`config.mk`:
```
export PLATFORM = sky130hd
export DESIGN_NAME = spi_irq_regs
export DESIGN_NICKNAME = d
export VERILOG_FILES = /design/src/rtl/spi_irq_pkg.sv /design/src/rtl/irq_status_bank.sv /design/src/rtl/irq_mask_bank.sv /design/src/rtl/irq_watermark.sv /design/src/rtl/spi_irq_regs.sv
export SDC_FILE = /design/constraint.sdc
export NUM_CORES = 1
export LEC_CHECK = 0
export BUFFER_PORTS_ARGS = -buffer_cell sky130_fd_sc_hd__buf_2
export CORE_ASPECT_RATIO = 1.25
export CORE_MARGIN = 2
export CORE_UTILIZATION = 53
export CTS_BUF_LIST = sky130_fd_sc_hd__clkbuf_8
export DETAILED_ROUTE_END_ITERATION = 7
export PLACE_DENSITY = 0.89
export SYNTH_ARGS = -nofsm -noshare
export SYNTH_HDL_FRONTEND = slang
export SYNTH_SLANG_ARGS = --single-unit
```
`constraint.sdc`:
```
create_clock -name clk -period 2 [get_ports clk]
set_input_delay 0.2 -clock clk [delete_from_list [all_inputs] [get_ports clk]]
set_output_delay 0.2 -clock clk [all_outputs]
set_load 0.005 [all_outputs]
```
`src/rtl/spi_irq_pkg.sv`:
```
package spi_irq_pkg;
  localparam int NBITS = 7;
  localparam int B_MODF   = 1;
  localparam int B_TXLOW  = 2;
  localparam int B_TXFULL = 3;
  localparam int B_RXNE   = 4;
  localparam logic [NBITS-1:0] STICKY_BITS = 7'b0000110;
  localparam logic [NBITS-1:0] LIVE_BITS   = 7'b0011000;
  localparam logic [7:0] OFF_STATUS = 8'h04;
  localparam logic [7:0] OFF_SET    = 8'h08;
  localparam logic [7:0] OFF_CLR    = 8'h0C;
  localparam logic [7:0] OFF_MASK   = 8'h10;
  localparam logic [7:0] OFF_THR    = 8'h28;
  typedef enum logic [2:0] {
    SEL_NONE, SEL_STATUS, SEL_SET, SEL_CLR, SEL_MASK, SEL_THR
  } reg_sel_e;
endpackage

```
`src/rtl/irq_status_bank.sv`:
```
module irq_status_bank #(
  parameter int NBITS = 7,
  parameter logic [NBITS-1:0] STICKY = '0,
  parameter logic [NBITS-1:0] LIVE = '0
) (
  input  logic             clk,
  input  logic             rst,
  input  logic [NBITS-1:0] set_vec,
  input  logic [NBITS-1:0] live_vec,
  input  logic [NBITS-1:0] clr_vec,
  output logic [NBITS-1:0] status
);
  for (genvar i = 0; i < NBITS; i++) begin : g_bit
    if (STICKY[i]) begin : g_sticky
      always_ff @(posedge clk) begin
        if (rst) status[i] <= 1'b0;
        else     status[i] <= set_vec[i] | (status[i] & ~clr_vec[i]);
      end
    end else if (LIVE[i]) begin : g_live
      always_ff @(posedge clk) begin
        if (rst) status[i] <= 1'b0;
        else     status[i] <= live_vec[i];
      end
    end else begin : g_none
      assign status[i] = 1'b0;
    end
  end

  logic unused_inputs;
  assign unused_inputs = ^{set_vec & ~STICKY, live_vec & ~LIVE, clr_vec & ~STICKY};
endmodule

```
`src/rtl/irq_mask_bank.sv`:
```
module irq_mask_bank #(
  parameter int NBITS = 7
) (
  input  logic             clk,
  input  logic             rst,
  input  logic             set_we,
  input  logic             clr_we,
  input  logic [NBITS-1:0] bits,
  output logic [NBITS-1:0] mask
);
  always_ff @(posedge clk) begin
    if (rst)         mask <= '0;
    else if (set_we) mask <= mask | bits;
    else if (clr_we) mask <= mask & ~bits;
  end
endmodule

```
`src/rtl/irq_watermark.sv`:
```
module irq_watermark #(
  parameter int LVL_W = 8
) (
  input  logic             clk,
  input  logic             rst,
  input  logic             thr_we,
  input  logic [LVL_W-1:0] thr_wdata,
  input  logic [LVL_W-1:0] tx_level,
  output logic [LVL_W-1:0] thr_q,
  output logic             low_event
);
  logic below, below_q;

  assign below     = tx_level < thr_q;
  assign low_event = below & ~below_q;

  always_ff @(posedge clk) begin
    if (rst) begin
      thr_q   <= LVL_W'(1);
      below_q <= 1'b1;
    end else begin
      if (thr_we) thr_q <= thr_wdata;
      below_q <= below;
    end
  end
endmodule

```
`src/rtl/spi_irq_regs.sv`:
```
module spi_irq_regs
  import spi_irq_pkg::*;
#(
  parameter int ADDR_W = 6,
  parameter int DATA_W = 8,
  parameter int LVL_W  = 8
) (
  input  logic              clk,
  input  logic              rst,
  input  logic              reg_wen,
  input  logic              reg_ren,
  input  logic [ADDR_W-1:0] reg_addr,
  input  logic [DATA_W-1:0] reg_wdata,
  output logic [DATA_W-1:0] reg_rdata,
  input  logic              ev_modf,
  input  logic              tx_full,
  input  logic              rx_not_empty,
  input  logic [LVL_W-1:0]  tx_level,
  output logic              irq
);
  reg_sel_e         sel;
  logic [NBITS-1:0] wbits, set_vec, live_vec, clr_vec;
  logic [NBITS-1:0] status_q, mask_q;
  logic [LVL_W-1:0] thr_q;
  logic             low_event;

  always_comb begin
    sel = SEL_NONE;
    if      (reg_addr == OFF_STATUS[ADDR_W-1:0]) sel = SEL_STATUS;
    else if (reg_addr == OFF_SET[ADDR_W-1:0])    sel = SEL_SET;
    else if (reg_addr == OFF_CLR[ADDR_W-1:0])    sel = SEL_CLR;
    else if (reg_addr == OFF_MASK[ADDR_W-1:0])   sel = SEL_MASK;
    else if (reg_addr == OFF_THR[ADDR_W-1:0])    sel = SEL_THR;
  end

  assign wbits = reg_wdata[NBITS-1:0];

  always_comb begin
    set_vec           = '0;
    set_vec[B_MODF]   = ev_modf;
    set_vec[B_TXLOW]  = low_event;
    live_vec          = '0;
    live_vec[B_TXFULL] = tx_full;
    live_vec[B_RXNE]   = rx_not_empty;
    clr_vec = (reg_wen && sel == SEL_STATUS) ? wbits : '0;
  end

  irq_status_bank #(.NBITS(NBITS), .STICKY(STICKY_BITS), .LIVE(LIVE_BITS)) u_status (
    .clk(clk), .rst(rst), .set_vec(set_vec), .live_vec(live_vec),
    .clr_vec(clr_vec), .status(status_q)
  );

  irq_mask_bank #(.NBITS(NBITS)) u_mask (
    .clk(clk), .rst(rst),
    .set_we(reg_wen && sel == SEL_SET),
    .clr_we(reg_wen && sel == SEL_CLR),
    .bits(wbits), .mask(mask_q)
  );

  irq_watermark #(.LVL_W(LVL_W)) u_wm (
    .clk(clk), .rst(rst),
    .thr_we(reg_wen && sel == SEL_THR),
    .thr_wdata(reg_wdata[LVL_W-1:0]),
    .tx_level(tx_level), .thr_q(thr_q), .low_event(low_event)
  );

  always_ff @(posedge clk) begin
    if (rst) begin
      reg_rdata <= '0;
      irq       <= 1'b0;
    end else begin
      irq <= |(status_q & mask_q);
      if (reg_ren) begin
        unique case (sel)
          SEL_STATUS: reg_rdata <= DATA_W'(status_q);
          SEL_MASK:   reg_rdata <= DATA_W'(mask_q);
          SEL_THR:    reg_rdata <= DATA_W'(thr_q);
          default:    reg_rdata <= '0;
        endcase
      end
    end
  end
endmodule

```
# After elaboration in Yosys (flattened, before gate mapping)
# Cells that the tools add are included.
# word_totals
elab_cells,47
in_bits,29
out_inout_bits,9
regBits,29
# op_classes
n_bitwise,12
reduce_logical,6
muxes,9
eq_ne,10
magnitude_cmp,1
# op_table
cell,n
case mux 8 bit (3 select lines),1
two-way mux 3 bit,6
two-way mux 7 bit,2
== test 6 x 4 -> 1 bit (second input constant),2
less-than comparator 8 bit,1
AND 5 x 7 -> 7 bit,1
AND 7 bit,1
inverter 7 bit,1
bitwise OR 7 bit,1
OR reduction 7 bit,1
== test 3 x 2 -> 1 bit (second input constant),2
== test 3 bit (second input constant),2
== test 6 x 3 -> 1 bit (second input constant),1
== test 6 x 5 -> 1 bit (second input constant),1
== test 6 bit (second input constant),1
logical AND 1 bit,4
AND 1 bit,3
== test 3 x 1 -> 1 bit (second input constant),1
inverter 1 bit,3
bitwise OR 1 bit,2
nonzero test 2 bit,1

# Depth between registers and ports, before layout
# Gate-level depths: netlist of the first run.
# depth
depth_word,12
ltp_mapped,6

# Modules after synthesis
# A second synthesis of the first run with hierarchy kept.
# hier_totals
cells_unflattened,182
hier_area_um2,1579.0
# by_module_without_submodules
mod,instances,cells_per_inst,area_each_um2
spi_irq_regs,1,85,668.1
irq_watermark,1,53,490.5
irq_mask_bank,1,28,271.5
irq_status_bank,1,16,148.9

# Worst setup path after synthesis of the first run
# Ideal clock, no wire load.
# synth_path
kind,input to register
startpoint,input reg_addr[4]
endpoint,register u_wm.thr_q[2]
t_arrival_ns,1.400
stages,6
path_slack_ns,0.472
setup_ns,0.128
cell_sequence,or3_4 > buf_6 > or3_1 > clkbuf_1 > mux2i_1 > nor2_1
# synth_between
elab_chain_len,8
word_cells_on_any_way,12
classes_between,6 x eq/ne; 5 x mux; 1 x reduce/logical
# synth_lines
item,line_no,text
start: declaration,spi_irq_regs.sv:12,"input logic [ADDR_W-1:0] reg_addr,"
== test 6 bit,spi_irq_regs.sv:33,else if (reg_addr == OFF_THR[ADDR_W-1:0]) sel = SEL_THR;
two-way mux 3 bit,spi_irq_regs.sv:33,
two-way mux 3 bit,spi_irq_regs.sv:32,else if (reg_addr == OFF_MASK[ADDR_W-1:0]) sel = SEL_MASK;
two-way mux 3 bit,spi_irq_regs.sv:31,else if (reg_addr == OFF_CLR[ADDR_W-1:0]) sel = SEL_CLR;
two-way mux 3 bit,spi_irq_regs.sv:30,else if (reg_addr == OFF_SET[ADDR_W-1:0]) sel = SEL_SET;
two-way mux 3 bit *,spi_irq_regs.sv:29,if (reg_addr == OFF_STATUS[ADDR_W-1:0]) sel = SEL_STATUS;
== test 3 bit *,spi_irq_regs.sv:62,".thr_we(reg_wen && sel == SEL_THR),"
logical AND 1 bit *,spi_irq_regs.sv:62,
end signal: assignment,irq_watermark.sv:22,if (thr_we) thr_q <= thr_wdata;
end: declaration,irq_watermark.sv:9,"output logic [LVL_W-1:0] thr_q,"
# Every way passes the cells marked *; elsewhere a longest branch is shown, timed or not.
# A chain may end at the register's enable or synchronous reset.

# Worst setup path in the final report of the first run
# layout_path
startpoint,register u_wm.thr_q[7]
endpoint,register u_status.status[2]
# layout_between
elab_chain_len,3
# layout_lines
item,line_no,text
less-than comparator 8 bit,irq_watermark.sv:14,assign below = tx_level < thr_q;
AND 1 bit,irq_watermark.sv:15,assign low_event = below & ~below_q;
bitwise OR 1 bit,irq_status_bank.sv:17,else status[i] <= set_vec[i] | (status[i] & ~clr_vec[i]);
end signal: indexed assignment,irq_status_bank.sv:17,
end: declaration,irq_status_bank.sv:11,output logic [NBITS-1:0] status
# Every way passes these cells.

==> impl_results.md, run 1 <==
* Core ar. at about 0.0025 mm2
* Post-Syn Area at ~0.0014 mm2
* Worst-Margin Slew at about 0.53 ns
* H-tree depth at 2
* VDD IR max at 0.514 mV
* Total Die Area at between 0.003 and 0.004 mm2
* Commonest non-fill, non-tap cell in the layout: buf_2
* Req. time, crit path at 2.20 ns
* Relative slew slack at 64.3%
* Max clock buf depth at 2
* WL per Instance at 14.9 um
* Final Total Pwr at 1180 uW
* DRC at 0
* Crit Path Category: register to register
* Clk_skew at around 0.0035 ns
* Final GP Congestion at 0.749
* Max Freq at around 660 MHz
* Port Buf Inserts at 37
* Ys Warns at 0
* Initial antenna violation count at 0
* Total routed wirelength at 3290 um
* Status: finished, final reports clean
* Yosys cell types at 32
* Final setup fails at 0
* # rows at 20
* Worst hold path class: input pin to register
* Most frequent cells in the layout: 37 x buf_2, 29 x dfxtp_1, 17 x a21oi_1
* Register bit total from synthesis at 29
* Final Max Tran Viols at 0
* CTS buffer count at 5
* CTS clk-pin slew, worst paths at around 0.060 ns
* CTS hold repair buffers at 0
* # fillers at ~230
* Antenna diode count at 0
* Sequential cell area fraction in the yosys report at 42.3%
* Die Wd at 49.5 um
* Postcts setup bufs at 0
* Max Cap Viol at 0
* Clk Tree Root Cell: clkbuf_8
* Largest net degree at the start of global routing at 30
* Via count at approximately 1300
* Fin nets at between 200 and 250
* Initial Utilization at a little under three fifths
* Final HPWL DP at 2450 um
* Gate Count Post-Synth at 150
* TritonCTS Sinks at 29
* Leak pwr at ~0.00065 uW
* Layout cells sized above 1 at 27.1%
* Crit path max fanout at 3
* Accumulated negative setup slack at 0 ns
* Total track usage at roughly a quarter
* RSZ-0062 raised after global routing: no
* Post-CTS sizing at 0
* Tcrit/Tclk final at 76.1%
* Vias in the first global route at ~1300
* DRT antenna net count at 0
* Drt initial violations at 42
* Crit end category: register
* Via density at between 5 and 6
* Chip height at roughly 61 um
* Io pins at 38
* PwrDens at ~710 mW/mm2
* TritonRoute pass-1 iters at 4
* Worst-Skew Late Latency at 0.28 ns
* Grt ovf at 0
* Mean post-synth cell area at 9.14 um2
* TritonCTS clock tree: built
* Startpoint types: register
* Synth Net Count at between 150 and 200
* Crit path arrival time at around 1.7 ns
* First-pass GRT wire length at ~5500 um
* Min cycle time layout at about 1.5 ns
* Final hold vios at 0
* Area delta synth->final at 20.8%
Yosys cell counts:
cell | count | area, um2
a211oi_1 | 8 | 60.1
a21oi_1 | 17 | 85.1
a222oi_1 | 4 | 40.0
a22oi_1 | 5 | 37.5
a311oi_1 | 7 | 61.3
a31oi_1 | 2 | 12.5
and3_1 | 1 | 6.26
buf_1 | 1 | 3.75
buf_2 | 1 | 5.00
buf_6 | 2 | 22.5
clkbuf_1 | 5 | 18.8
dfxtp_1 | 29 | 581
ha_1 | 7 | 87.6
inv_1 | 10 | 37.5
mux2i_1 | 1 | 10.0
nand2_1 | 8 | 30.0
nand2b_1 | 4 | 25.0
nand3_1 | 8 | 40.0
nand3b_1 | 3 | 22.5
nor2_1 | 9 | 33.8
nor2_2 | 1 | 6.26
nor2b_1 | 2 | 12.5
nor3_1 | 1 | 5.00
nor3_2 | 2 | 20.0
nor4b_4 | 1 | 23.8
o211ai_1 | 3 | 22.5
o21ai_0 | 3 | 15.0
o21ba_1 | 1 | 10.0
o41ai_1 | 1 | 8.76
or3_1 | 1 | 6.26
or3_4 | 1 | 11.3
or4b_1 | 1 | 10.0
layout make-up:
cell class / count / area [um2] / area share, %
Clock inverter: 1 / 3.75 / 0.227
Tap cell: 33 / 41.3 / 2.49
Clock buffer: 6 / 82.6 / 4.98
Timing Repair Buffer: 40 / 208 / 12.5
Sequential cell: 29 / 581 / 35.0
Inverter: 10 / 37.5 / 2.27
Multi-Input combinational cell: 102 / 703 / 42.4
worst max-delay path, cell delays in order (launching register included):
cell and delay [ns]:
dfxtp_1 0.34, inv_1 0.05, ha_1 0.29, a21oi_1 0.26, and3_1 0.22, o211ai_1 0.10
a31oi_1 0.17
metal layers:
layer | track usage (%) | wire (um) | vias up
met5 | 0 | 0 | -
met1 | 25.1 | 1340 | 593
met3 | 6.16 | 188 | 11
met4 | 14.7 | 98 | 0
met2 | 47.1 | 1670 | 53
li1 | - | - | 637
power breakdown:
part           switching [uW]  total [uW]  internal [uW]
registers                8.84         602            594
clock network             197         464            267
logic                    64.7         117           52.3
total                     271        1180            913
per-stage QoR:
stage	util, %	hold WS [ns]	instances	setup WS, ns	instance area (um2)
final	67.6	0.131	221	0.477	1660
after global routing	67.6	0.142	221	0.345	1660
after floorplan	-	0.310	150	0.472	1370
after global placement	64.0	0.407	214	0.246	1570
after CTS	67.6	0.124	221	0.476	1660
after detailed placement	64.0	0.412	214	0.210	1570
logic make-up after synthesis:
group | after synthesis | synth area share, %
buffers and inverters | 19 | 6.39
muxes | 1 | 0.730
adders and majority gates | 7 | 6.39
AOI/OAI and AO/OA | 51 | 25.7
DFF | 29 | 42.3
and+or+nand+nor | 43 | 18.4
path summary, 6_finish.rpt:
path,from,to,slack (ns),depth (start not counted)
max,u_wm.thr_q[7],u_status.status[2],0.48,6
min,rx_not_empty,u_status.status[4],0.13,2
max reg2reg,u_wm.thr_q[7],u_status.status[2],0.48,6
min reg2reg,reg_rdata[7],reg_rdata[7],0.46,2
Power figures use the tool's default switching activity.
==> run 2: changes to the inputs <==
Settings changed: CORE_UTILIZATION 53 to 48, PLACE_DENSITY 0.89 to 0.85.
Clock period 2 ns to 1.4 ns, I/O delays scaled along.
==> run 2 against run 1 <==
Net effect:
- fmax increased by 15%
- combinational power increased by 60%
- clock power increased by 60%
- total power increased by 51%
==> impl_results.md, run 2 (synthesized netlist as in run 1, its figures left out) <==
* Status: finished, final reports clean (unchanged)
* Most frequent cells in the layout: 37 x buf_2, 29 x dfxtp_1, 16 x a21oi_1 (was 37 x buf_2, 29 x dfxtp_1, 17 x a21oi_1)
* Tcrit/Tclk final at 94.7% (was 76.1%)
* Final worst slack at 0.0740 ns (was 0.477 ns)
* VDD IR max at 0.701 mV (was 0.514 mV)
* CTS clk-pin slew, worst paths at 0.06 ns (about the same)
* Total Die Area at 0.00330 mm2 (was 0.00301 mm2)
* Final hold vios at 0 (unchanged)
* First-pass GRT wire length at 5330 um (was 5490 um)
* TritonCTS Sinks at 29 (unchanged)
* Worst-Skew Late Latency at 0.28 ns (about the same)
* DRC at 0 (unchanged)
* Startpoint types: register (unchanged)
* Crit path arrival time at 1.53 ns (was 1.72 ns)
* Final Max Tran Viols at 0 (unchanged)
* Max Freq at 754 MHz (was 657 MHz)
* Worst-Margin Slew at 0.488 ns (was 0.534 ns)
* Leak pwr at 0.000711 uW (was 0.000649 uW)
* H-tree depth at 2 (unchanged)
* Via count at 1363 (was 1294)
* FF-to-FF path depth at 6 (unchanged)
* Fin nets at 234 (was 224)
* Final GP Congestion at 0.835 (was 0.749)
* Core ar. at 0.00271 mm2 (was 0.00245 mm2)
* Final setup fails at 0 (unchanged)
* Crit end category: register (unchanged)
* CTS buffer count at 5 (unchanged)
* Min cycle time layout at 1.33 ns (was 1.52 ns)
* TritonCTS clock tree: built (unchanged)
* Initial antenna violation count at 0 (unchanged)
* Largest net degree at the start of global routing at 30 (unchanged)
* Crit Path Category: register to register (unchanged)
* Via density at 5.85 (was 5.86)
* Post-layout util at 66.0% (was 67.6%)
* Vias in the first global route at 1262 (was 1275)
* Antenna diode count at 0 (unchanged)
* Max Cap Viol at 0 (unchanged)
* Chip height at 63.8 um (was 60.9 um)
* Drt initial violations at 43 (was 42)
* Hold Path Depth at 2 (unchanged)
* Worst hold path class: input pin to register (unchanged)
* Port Buf Inserts at 37 (unchanged)
* PwrDens at 1000 mW/mm2 (was 714 mW/mm2)
* Clk Tree Root Cell: clkbuf_8 (unchanged)
* Commonest non-fill, non-tap cell in the layout: buf_2 (unchanged)
* Req. time, crit path at 1.60 ns (was 2.20 ns)
* Io pins at 38 (unchanged)
* Final HPWL DP at 2610 um (was 2450 um)
* # rows at 21 (was 20)
* Dpl ws at -0.160 ns (was 0.210 ns)
* Grt ovf at 0 (unchanged)
* DRT antenna net count at 0 (unchanged)
* Clk_skew at 0.00676 ns (was 0.00354 ns)
* Die Wd at 51.8 um (was 49.5 um)
* FF/Latch Area at 581 um2 (unchanged)
* # fillers at 229 (was 233)
* Relative slew slack at 67.5% (was 64.3%)
* Initial Utilization at 50.7% (was 55.9%)
* Crit path max fanout at 3 (unchanged)
* Total track usage at 21.7% (was 24.9%)
* WL per Instance at 14.8 um (was 14.9 um)
* Area delta synth->final at 30.3% (was 20.8%)
* Total routed wirelength at 3450 um (was 3290 um)
* TritonRoute pass-1 iters at 4 (unchanged)
* Max clock buf depth at 2 (unchanged)
* Layout cells sized above 1 at 33.7% (was 27.1%)
* Multi-input gate area at 729 um2 (was 703 um2)
[run 2: through the flow]
| step | hold slack (ns) | TNS (ns) | power (uW) | area, um2 | instances |
|---|---|---|---|---|---|
| floorplan | 0.250 | -0.238 | 963 | 1380 | 150 |
| global placement | 0.349 | -1.43 | 1040 | 1660 | 225 |
| detailed placement | 0.357 | -2.45 | 1050 | 1660 | 225 |
| CTS | 0.0659 | 0 | 1790 | 1760 | 233 |
| global route | 0.0765 | -0.00779 | 1850 | 1790 | 233 |
| finish | 0.0711 | 0 | 1790 | 1790 | 233 |
[run 2: worst max-delay path, cell delays in order (launching register included)]
cell      delay [ns]
dfxtp_1         0.37
inv_1           0.06
ha_1            0.29
nand2_1         0.08
and3_4          0.19
o211ai_1        0.09
a31oi_1         0.17
[run 2: layout make-up]
type / count / area share (%)
well taps: 34 / 2.38
repair buffers: 50 / 16.5
clock inverters: 1 / 0.280
flip-flops and latches: 29 / 32.5
multi-input cells: 102 / 40.8
inverters: 10 / 2.10
clock buffers: 7 / 5.39
[run 2: final timing paths]
kind | endpoint | slack [ns] | startpoint
max | u_status.status[2] | 0.07 | u_wm.thr_q[5]
min | u_status.status[4] | 0.07 | rx_not_empty
max reg2reg | u_status.status[2] | 0.07 | u_wm.thr_q[5]
min reg2reg | reg_rdata[7] | 0.47 | reg_rdata[7]
[run 2: per-layer routing]
| metal | share of wire (%) | up-vias | track usage (%) |
|---|---|---|---|
| met2 | 52 | 50 | 38.1 |
| met5 | 0 | - | 0 |
| met1 | 39 | 639 | 23.5 |
| met4 | 3.9 | 0 | 13.2 |
| met3 | 4.7 | 14 | 3.50 |
| li1 | - | 660 | - |
[run 2: repair_timing]
action,CTS,global route
gates resized for setup,0,4
hold buffers,0,0
setup endpoints to repair,0,2
setup buffers,0,0
[run 2: where the power goes]
| group | switching [uW] | internal (uW) |
|---|---|---|
| combinational | 98.4 | 88.2 |
| sequential | 12.3 | 848 |
| clock | 299 | 443 |
